==> config.mk <==
export PLATFORM = sky130hd
export DESIGN_NAME = pvc_pad_calc
export DESIGN_NICKNAME = d
export VERILOG_FILES = /design/src/rtl/pvc_pkg.sv /design/src/rtl/pvc_msb_window.sv /design/src/rtl/pvc_large_step.sv /design/src/rtl/pvc_small_step.sv /design/src/rtl/pvc_pad_calc.sv
export SDC_FILE = /design/constraint.sdc
export NUM_CORES = 1
export LEC_CHECK = 0
export BUFFER_PORTS_ARGS = -buffer_cell sky130_fd_sc_hd__buf_2
export CAP_MARGIN = 20
export CORE_MARGIN = 10
export CORE_UTILIZATION = 55
export DETAILED_ROUTE_END_ITERATION = 10
export PLACE_DENSITY = 0.83
export SLEW_MARGIN = 20
export SYNTH_ARGS = -nofsm -noshare
export SYNTH_HDL_FRONTEND = slang
export SYNTH_SLANG_ARGS = --single-unit
export TNS_END_PERCENT = 20
==> constraint.sdc <==
create_clock -name clk -period 8.15 [get_ports clk]
set_input_delay 0.4075 -clock clk [delete_from_list [all_inputs] [get_ports clk]]
set_output_delay 0.4075 -clock clk [all_outputs]
set_load 0.03 [all_outputs]
==> src/rtl/pvc_pkg.sv <==
package pvc_pkg;
  // Width of the odd-factor code m (odd = 2m+1, m in 0..4)
  localparam int ODD_CODE_W = 3;
  // Width of the multiplier k applied to 2^n on the window path
  localparam int MULT_W = 5;
  // Leading-one position from which the window path takes over
  localparam int WINDOW_MIN_POS = 5;

  typedef enum logic [2:0] {
    MUL_9  = 3'd0,
    MUL_10 = 3'd1,
    MUL_12 = 3'd2,
    MUL_14 = 3'd3,
    MUL_16 = 3'd4
  } mult_sel_e;
endpackage

==> src/rtl/pvc_msb_window.sv <==
module pvc_msb_window #(
  parameter int CNT_W = 32,
  parameter int POS_W = $clog2(CNT_W)
) (
  input  logic [CNT_W-1:0] count_i,
  output logic [POS_W-1:0] lead_pos_o,
  output logic [3:0]       lead_nib_o,
  output logic             wide_o
);
  import pvc_pkg::*;

  logic [CNT_W-1:0] aligned;

  always_comb begin
    lead_pos_o = '0;
    for (int b = 0; b < CNT_W; b++) begin
      if (count_i[b]) lead_pos_o = POS_W'(b);
    end
  end

  always_comb begin
    if (lead_pos_o >= POS_W'(3)) aligned = count_i >> (lead_pos_o - POS_W'(3));
    else                         aligned = count_i;
    lead_nib_o = aligned[3:0];
    wide_o     = (lead_pos_o >= POS_W'(WINDOW_MIN_POS));
  end
endmodule

==> src/rtl/pvc_large_step.sv <==
module pvc_large_step #(
  parameter int POS_W   = 5,
  parameter int SHIFT_W = 6
) (
  input  logic [3:0]                       lead_nib_i,
  input  logic [POS_W-1:0]                 lead_pos_i,
  output logic [pvc_pkg::MULT_W-1:0]       mult_o,
  output logic [pvc_pkg::ODD_CODE_W-1:0]   odd_code_o,
  output logic [SHIFT_W-1:0]               shift_o,
  output logic [SHIFT_W-1:0]               base_o
);
  import pvc_pkg::*;

  mult_sel_e           sel;
  logic [SHIFT_W-1:0]  extra;

  always_comb begin
    unique case (lead_nib_i)
      4'd8:          sel = MUL_9;
      4'd9:          sel = MUL_10;
      4'd10, 4'd11:  sel = MUL_12;
      4'd12, 4'd13:  sel = MUL_14;
      default:       sel = MUL_16;
    endcase
  end

  always_comb begin
    unique case (sel)
      MUL_9:   begin mult_o = 5'd9;  odd_code_o = 3'd4; extra = SHIFT_W'(0); end
      MUL_10:  begin mult_o = 5'd10; odd_code_o = 3'd2; extra = SHIFT_W'(1); end
      MUL_12:  begin mult_o = 5'd12; odd_code_o = 3'd1; extra = SHIFT_W'(2); end
      MUL_14:  begin mult_o = 5'd14; odd_code_o = 3'd3; extra = SHIFT_W'(1); end
      default: begin mult_o = 5'd16; odd_code_o = 3'd0; extra = SHIFT_W'(4); end
    endcase
    base_o  = SHIFT_W'(lead_pos_i) - SHIFT_W'(3);
    shift_o = base_o + extra;
  end
endmodule

==> src/rtl/pvc_small_step.sv <==
module pvc_small_step #(
  parameter int PAD_W   = 33,
  parameter int SHIFT_W = 6
) (
  input  logic [2:0]                     quad_i,
  output logic [PAD_W-1:0]               padded_o,
  output logic [pvc_pkg::ODD_CODE_W-1:0] odd_code_o,
  output logic [SHIFT_W-1:0]             shift_o
);
  logic [3:0] quads;

  always_comb begin
    quads    = {1'b0, quad_i} + 4'd1;
    padded_o = PAD_W'({quads, 2'b00});
    unique case (quads)
      4'd1:    begin odd_code_o = 3'd0; shift_o = SHIFT_W'(2); end
      4'd2:    begin odd_code_o = 3'd0; shift_o = SHIFT_W'(3); end
      4'd3:    begin odd_code_o = 3'd1; shift_o = SHIFT_W'(2); end
      4'd4:    begin odd_code_o = 3'd0; shift_o = SHIFT_W'(4); end
      4'd5:    begin odd_code_o = 3'd2; shift_o = SHIFT_W'(2); end
      4'd6:    begin odd_code_o = 3'd1; shift_o = SHIFT_W'(3); end
      4'd7:    begin odd_code_o = 3'd3; shift_o = SHIFT_W'(2); end
      default: begin odd_code_o = 3'd0; shift_o = SHIFT_W'(5); end
    endcase
  end
endmodule

==> src/rtl/pvc_pad_calc.sv <==
module pvc_pad_calc #(
  parameter int CNT_W = 32,
  parameter int PAD_W = CNT_W + 1,
  parameter int POS_W = $clog2(CNT_W),
  parameter int SHIFT_W = $clog2(CNT_W + 1)
) (
  input  logic                                  clk,
  input  logic                                  rst,
  input  logic                                  in_valid,
  input  logic [CNT_W-1:0]                      in_count,
  output logic                                  out_valid,
  output logic [PAD_W-1:0]                      out_padded,
  output logic [pvc_pkg::ODD_CODE_W-1:0]        out_odd_code,
  output logic [SHIFT_W-1:0]                    out_shift
);
  import pvc_pkg::*;

  logic [POS_W-1:0]      lead_pos;
  logic [3:0]            lead_nib;
  logic                  wide;
  logic [MULT_W-1:0]     big_mult;
  logic [ODD_CODE_W-1:0] big_code, small_code;
  logic [SHIFT_W-1:0]    big_shift, big_base, small_shift;
  logic [PAD_W-1:0]      big_pad, small_pad;
  logic [PAD_W-1:0]      nxt_pad;
  logic [ODD_CODE_W-1:0] nxt_code;
  logic [SHIFT_W-1:0]    nxt_shift;

  pvc_msb_window #(.CNT_W(CNT_W), .POS_W(POS_W)) win_i (
    .count_i    (in_count),
    .lead_pos_o (lead_pos),
    .lead_nib_o (lead_nib),
    .wide_o     (wide)
  );

  pvc_large_step #(.POS_W(POS_W), .SHIFT_W(SHIFT_W)) big_i (
    .lead_nib_i (lead_nib),
    .lead_pos_i (lead_pos),
    .mult_o     (big_mult),
    .odd_code_o (big_code),
    .shift_o    (big_shift),
    .base_o     (big_base)
  );

  pvc_small_step #(.PAD_W(PAD_W), .SHIFT_W(SHIFT_W)) small_i (
    .quad_i     (in_count[4:2]),
    .padded_o   (small_pad),
    .odd_code_o (small_code),
    .shift_o    (small_shift)
  );

  assign big_pad = PAD_W'(big_mult) << big_base;

  always_comb begin
    if (wide) begin
      nxt_pad   = big_pad;
      nxt_code  = big_code;
      nxt_shift = big_shift;
    end else begin
      nxt_pad   = small_pad;
      nxt_code  = small_code;
      nxt_shift = small_shift;
    end
  end

  always_ff @(posedge clk) begin
    if (rst) begin
      out_valid    <= 1'b0;
      out_padded   <= '0;
      out_odd_code <= '0;
      out_shift    <= '0;
    end else begin
      out_valid <= in_valid;
      if (in_valid) begin
        out_padded   <= nxt_pad;
        out_odd_code <= nxt_code;
        out_shift    <= nxt_shift;
      end
    end
  end
endmodule

Yosys cells after proc, flatten, opt, wreduce, memory -nomap -nowiden. Cells that the tools add are included.

Register bits after elaboration: 43. Bits of input ports: 35. Output and inout port bits: 43. Logic and storage cells: 76.

Add/subtract/negate cells: 4. $lt $le $gt $ge: 2. Equal/unequal tests: 16. Shifts and indexed selects: 2. Multiplexer cells: 41. Reductions and logical operators: 7.

Operators by type and width (count): 2-to-1 mux 5 bit (16); 2-to-1 mux 4 bit (9); 2-to-1 mux 33 bit (1); << shifter 5 x 6 -> 33 bit (1); right shift 32 x 5 -> 4 bit (1); equality test 4 bit, second input constant (6); case mux 3 bit (4 select lines) (2); case mux 5 bit (4 select lines) (1); case mux 3 bit (3 select lines) (2); equality test 4 x 3 -> 1 bit, second input constant (4); 2-to-1 mux 3 bit (5); OR reduction 2 bit (5); equality test 4 x 2 -> 1 bit, second input constant (2); adder 6 x 3 -> 6 bit (1); equality test 3 x 2 -> 1 bit, second input constant (2); 2-to-1 mux 6 bit (1); case mux 2 bit (3 select lines) (1); subtractor 5 x 2 -> 6 bit, second input constant (1); >= comparator 5 x 2 -> 1 bit, second input constant (1); >= comparator 5 x 3 -> 1 bit, second input constant (1); subtractor 5 x 2 -> 5 bit, second input constant (1); adder 3 x 1 -> 4 bit, second input constant (1); equality test 4 x 1 -> 1 bit, second input constant (1); 2-to-1 mux 2 bit (2); other kinds (4) (4).

Longest topological paths before layout.
Word-level depth: 42. Mapped depth: 27.

Modules after synthesis. A second synthesis with hierarchy kept.

Cell total of the unflattened synthesis: 592. Area, all modules: 4624.4 um^2.

Modules (own cells, without submodules): pvc_pad_calc (times used 1, cells each 297, area an instance 2351.0 um^2); pvc_msb_window (times used 1, cells each 197, area an instance 1557.7 um^2); pvc_small_step (times used 1, cells each 57, area an instance 422.9 um^2); pvc_large_step (times used 1, cells each 41, area an instance 292.8 um^2).

Least setup slack after synthesis. Ideal clock, no wire load.

Path kind: input port to flip-flop. Start point: input in_count[11]. End point: register out_shift[4]. Library setup time: 0.128 ns. Arrival time: 5.507 ns. Required time: 8.022 ns. Path slack: 2.516 ns. Stages on the path: 27. Path buffers: 6. Path through: buf_2 nor2b_1 or4b_1 a31oi_1 o221a_2 buf_2 buf_1 ha_1 clkbuf_1 buf_1 a21oi_1 a31oi_1 o2111ai_1 o31ai_2 o31ai_1 o31ai_4 a211oi_2 buf_6 and2b_1 ha_1 inv_1 fa_1 nor2b_1 o21ai_0 xnor2_1 a22oi_1 nor2_1.

Longest elaborated chain between the ends: 32.

Ends and longest elaborated chain: start, declared (line pvc_pad_calc.sv:10) `input logic [CNT_W-1:0] in_count,`; 2-to-1 mux 4 bit (5 in series) (line pvc_msb_window.sv:17) `if (count_i[b]) lead_pos_o = POS_W'(b);`; 2-to-1 mux 5 bit (16 in series) (line pvc_msb_window.sv:17); subtractor 5 x 2 -> 5 bit (line pvc_msb_window.sv:22) `if (lead_pos_o >= POS_W'(3)) aligned = count_i >> (lead_pos_o - POS_W'(3));`; right shift 32 x 5 -> 4 bit (line pvc_msb_window.sv:22); 2-to-1 mux 4 bit (line pvc_msb_window.sv:22); equality test 4 bit (line pvc_large_step.sv:18) `unique case (lead_nib_i)`; OR reduction 2 bit (line pvc_large_step.sv:18); case mux 3 bit (4 select lines) (line pvc_large_step.sv:18); equality test 3 x 1 -> 1 bit / equality test 3 x 2 -> 1 bit (equally long branches) (line pvc_large_step.sv:28) `unique case (sel)`; OR reduction 2 bit (no line); case mux 3 bit (3 select lines) (line pvc_large_step.sv:28); adder 6 x 3 -> 6 bit (line pvc_large_step.sv:36) `shift_o = base_o + extra;`; 2-to-1 mux 6 bit (*) (line pvc_pad_calc.sv:55) `if (wide) begin`; end signal, assigned (line pvc_pad_calc.sv:77) `out_shift <= nxt_shift;`; end, declared (line pvc_pad_calc.sv:14) `output logic [SHIFT_W-1:0] out_shift`.

Every way passes the cells marked *; elsewhere a longest branch is shown, timed or not. A chain may end at the register's enable or synchronous reset.

Final worst setup path.
Start point: input in_count[10]. End point: register out_shift[4].

Longest elaborated chain between the ends: 33.

Ends and longest elaborated chain (line): 2-to-1 mux 4 bit (6 in series) (pvc_msb_window.sv:17); 2-to-1 mux 5 bit (16 in series) (pvc_msb_window.sv:17); subtractor 5 x 2 -> 5 bit (pvc_msb_window.sv:22); right shift 32 x 5 -> 4 bit (pvc_msb_window.sv:22); 2-to-1 mux 4 bit (pvc_msb_window.sv:22); equality test 4 bit (pvc_large_step.sv:18); OR reduction 2 bit (pvc_large_step.sv:18); case mux 3 bit (4 select lines) (pvc_large_step.sv:18); equality test 3 x 1 -> 1 bit / equality test 3 x 2 -> 1 bit (equally long branches) (pvc_large_step.sv:28); OR reduction 2 bit (no line); case mux 3 bit (3 select lines) (pvc_large_step.sv:28); adder 6 x 3 -> 6 bit (pvc_large_step.sv:36); 2-to-1 mux 6 bit (*) (pvc_pad_calc.sv:55).

Marks and branches as above.

==> results.txt <==
Yosys cell types -> 93
Total Routed Length -> 13.6 mm
type of origin of the critical path -> input pin
vias in the first global route -> 4,315
top cells by count, synth -> nor2_1, nand2_1, dfxtp_1
Mapped Cells -> 544
Compound-Gate Fraction of Synth Area -> 0.290
initial DRC count -> 485
endpoint class of the critical path -> flip-flop
final hold vios -> 0
Fin Setup TNS -> 0 ns
routability cong. -> 0.943
Yosys warning total -> 0
Worst-Margin Slew -> 1.09 ns
first-pass GRT wire length -> 21.7 mm
CP bufs+invs -> 4
number of cell rows -> 32
port buffer count -> 77
Synth async-reset ratio -> 0
antenna violations before repair -> 0
clk buf depth -> 2
Critical Path Stages -> 23
r2r startpoint -> out_padded[4]$_SDFFE_PP0P_
run status -> complete, no violations
Hold Path Class -> reg -> reg
Hold WS -> 0.457 ns
Slew headroom -> 0.269
post-synthesis average cell area -> 7.89 um2
Final period util -> 0.773
crit path cell chain -> buf_2, nor2b_1, or4b_1, a31oi_1, o221a_2, ha_1, xnor2_2, buf_4, inv_2, and2_1, a2111oi_0, or4_4, nand4_4, a211oi_2, and2b_1, ha_1, inv_1, fa_1, nor2b_1, o21ai_0, xnor2_1, a22oi_1, nor2_1
Setup Skew -> 0 ns
clock buffer count from CTS -> 5
predominant post-synthesis flop cell -> dfxtp_1
Nets -> 639
# DRC -> 0
# setup viols final -> 0
Seq cells post-synth -> 43
sequential cell area fraction in the yosys report -> 0.201
Routed WL per cell -> 19.6 um
Fill cells -> 697
minimum clock period -> 6.30 ns
H-tree levels -> 2
CP startpoint -> in_count[10]
Worst Setup EP -> out_shift[4]$_SDFFE_PP0P_
initial core utilization -> 0.561
leakage power -> 1.99 nW
final antenna-violating net count -> 0
largest area contributor in the netlist -> dfxtp_1
CP max stage delay -> 0.64 ns
power per standard cell area -> 152 nW/um2
Ant. Diodes -> 0
core area -> 7650 um2
die area -> 11,700 um2
Chip Width -> 108 um
Vias -> 4,676
WS Path Type -> in -> reg
Pre-Repair DR Iteration Count -> 6
multiplexer area fraction after synthesis -> 0.119
CTS Hold Bufs -> 0
max_cap viols -> 0
Cell Area, Synth -> 4290 um2
overall power -> 0.000720 W
EDFF count, synth -> 0
share of cells above drive strength 1 -> 0.232
Sequential Area -> 861 um2
Worst R2R Setup Slack -> 7.01 ns
io pins -> 78
die height -> 108 um
Clk pin slew, worst setup/hold paths -> 0.09 ns
post-synth top area share -> 0.201
clk_lat worst skew -> 0.30 ns
post-cts sizing count -> 0
GRT Util Overall -> 0.221
Worst EP arrival -> 6.48 ns
CTS tree -> built
CP max-delay cell -> a211oi_2
syn nets -> 593
ranking of synthesized cells by area -> dfxtp_1, nor2_1, mux4_2
Synth Area in XOR/XNOR -> 0.0160
area of the multi-input gates -> 3150 um2
worst-path maximum fanout -> 32
unrepaired setup endpoints after global routing -> no
DR vias/cell -> 6.75
area grow syn2layout -> 10.2%
worst r2r path cells -> 4
DP Wirelength -> 10.2 mm
fin. max-slew vios -> 0
top-count cell post-synth -> nor2_1
Synth Area in Simple Gates -> 0.267
Max Fclk -> 159 MHz
Peak supply drop -> 0.0801 mV
CP top delay family -> compound AO/OA/AOI/OAI gates
total gr overflow -> 0
Sink Count -> 43
Adder-Cell Fraction of Synth Area -> 0.0426
worst r2r dst -> out_padded[4]$_SDFFE_PP0P_
Post-CTS Setup Repair Bufs -> 0
largest net degree at the start of global routing -> 33
Data required, critical path -> 8.33 ns
largest family of logic cells by synthesized area -> compound AO/OA/AOI/OAI gates
Root Buffer -> clkbuf_8
-- area by class of cell --
cell class,count,area share
well taps,102,0.0270
repair buffers,82,0.0894
clock buffers,5,0.0146
multi-input cells,438,0.666
inverters,20,0.0159
clock inverters,3,0.00529
flip-flops and latches,43,0.182
-- worst min path at each step --
stage | from | end | slack (ns) | depth (start not counted)
after floorplan | out_padded[20]$_SDFFE_PP0P_ | out_padded[20]$_SDFFE_PP0P_ | 0.58 | 2
after global placement | out_padded[28]$_SDFFE_PP0P_ | out_padded[28]$_SDFFE_PP0P_ | 0.43 | 2
after CTS | out_padded[28]$_SDFFE_PP0P_ | out_padded[28]$_SDFFE_PP0P_ | 0.46 | 2
final | out_padded[28]$_SDFFE_PP0P_ | out_padded[28]$_SDFFE_PP0P_ | 0.46 | 2
after global routing | out_padded[8]$_SDFFE_PP0P_ | out_padded[8]$_SDFFE_PP0P_ | 0.49 | 2
after detailed placement | out_padded[28]$_SDFFE_PP0P_ | out_padded[28]$_SDFFE_PP0P_ | 0.44 | 2
-- metrics by stage --
step	instances	setup slack [ns]	utilization	area, um2
global route	693	1.53	0.618	4730
detailed placement	685	1.70	0.606	4640
global placement	685	1.90	0.606	4640
floorplan	544	2.52	-	4290
finish	693	1.85	0.618	4730
CTS	693	1.97	0.618	4730
-- sequential cells by signal, indices dropped and copies added, names as in the netlist --
signal and count:
out_padded 33, out_odd_code 3, out_valid 1, out_shift 6
-- worst register-to-register path, stage by stage (launching register included) --
cell      delay, ns
dfxtp_1        0.36
nor2_1         0.06
a311oi_1       0.35
nand3_1        0.12
o21ai_0        0.18
-- layer usage --
layer / GRT usage / wire (um)
met3: 0.0446 / 1290
met2: 0.366 / 6320
met4: 0.0791 / 397
met1: 0.277 / 5550
met5: 0 / 0
-- kinds of logic (layout without fill, tap and decap cells) --
logic type,after synthesis,in the layout
AO/OA/AOI/OAI,155,155
XOR/XNOR,7,7
adder cells (fa/ha/maj),14,14
buffers and inverters,63,110
flip-flops,43,43
multiplexers,36,36
AND/OR/NAND/NOR,226,226
-- layout by cell type (no fill, tap or decap), types with 6 or more instances in the layout --
cell / n
nor3_1: 18
mux4_2: 10
dfxtp_1: 43
a21oi_1: 24
nand3_1: 22
and3_1: 9
ha_1: 13
nor4_1: 7
buf_2: 77
mux2i_1: 20
o2111ai_1: 6
and2_1: 6
nand4_1: 9
nor2b_1: 6
o21ai_0: 21
nor2_1: 66
inv_1: 17
a31oi_1: 8
a22o_1: 13
nand2_1: 56
o31ai_1: 6
a22oi_1: 6
-- power breakdown --
| part | leakage, nW | total [W] | switching, W | internal [W] |
|---|---|---|---|---|
| Clock | 0.0443 | 0.000140 | 0.0000786 | 0.0000612 |
| Sequential | 0.349 | 0.000226 | 0.00000534 | 0.000221 |
| Combinational | 1.60 | 0.000353 | 0.000227 | 0.000127 |
(Power assumes the default switching activity.)
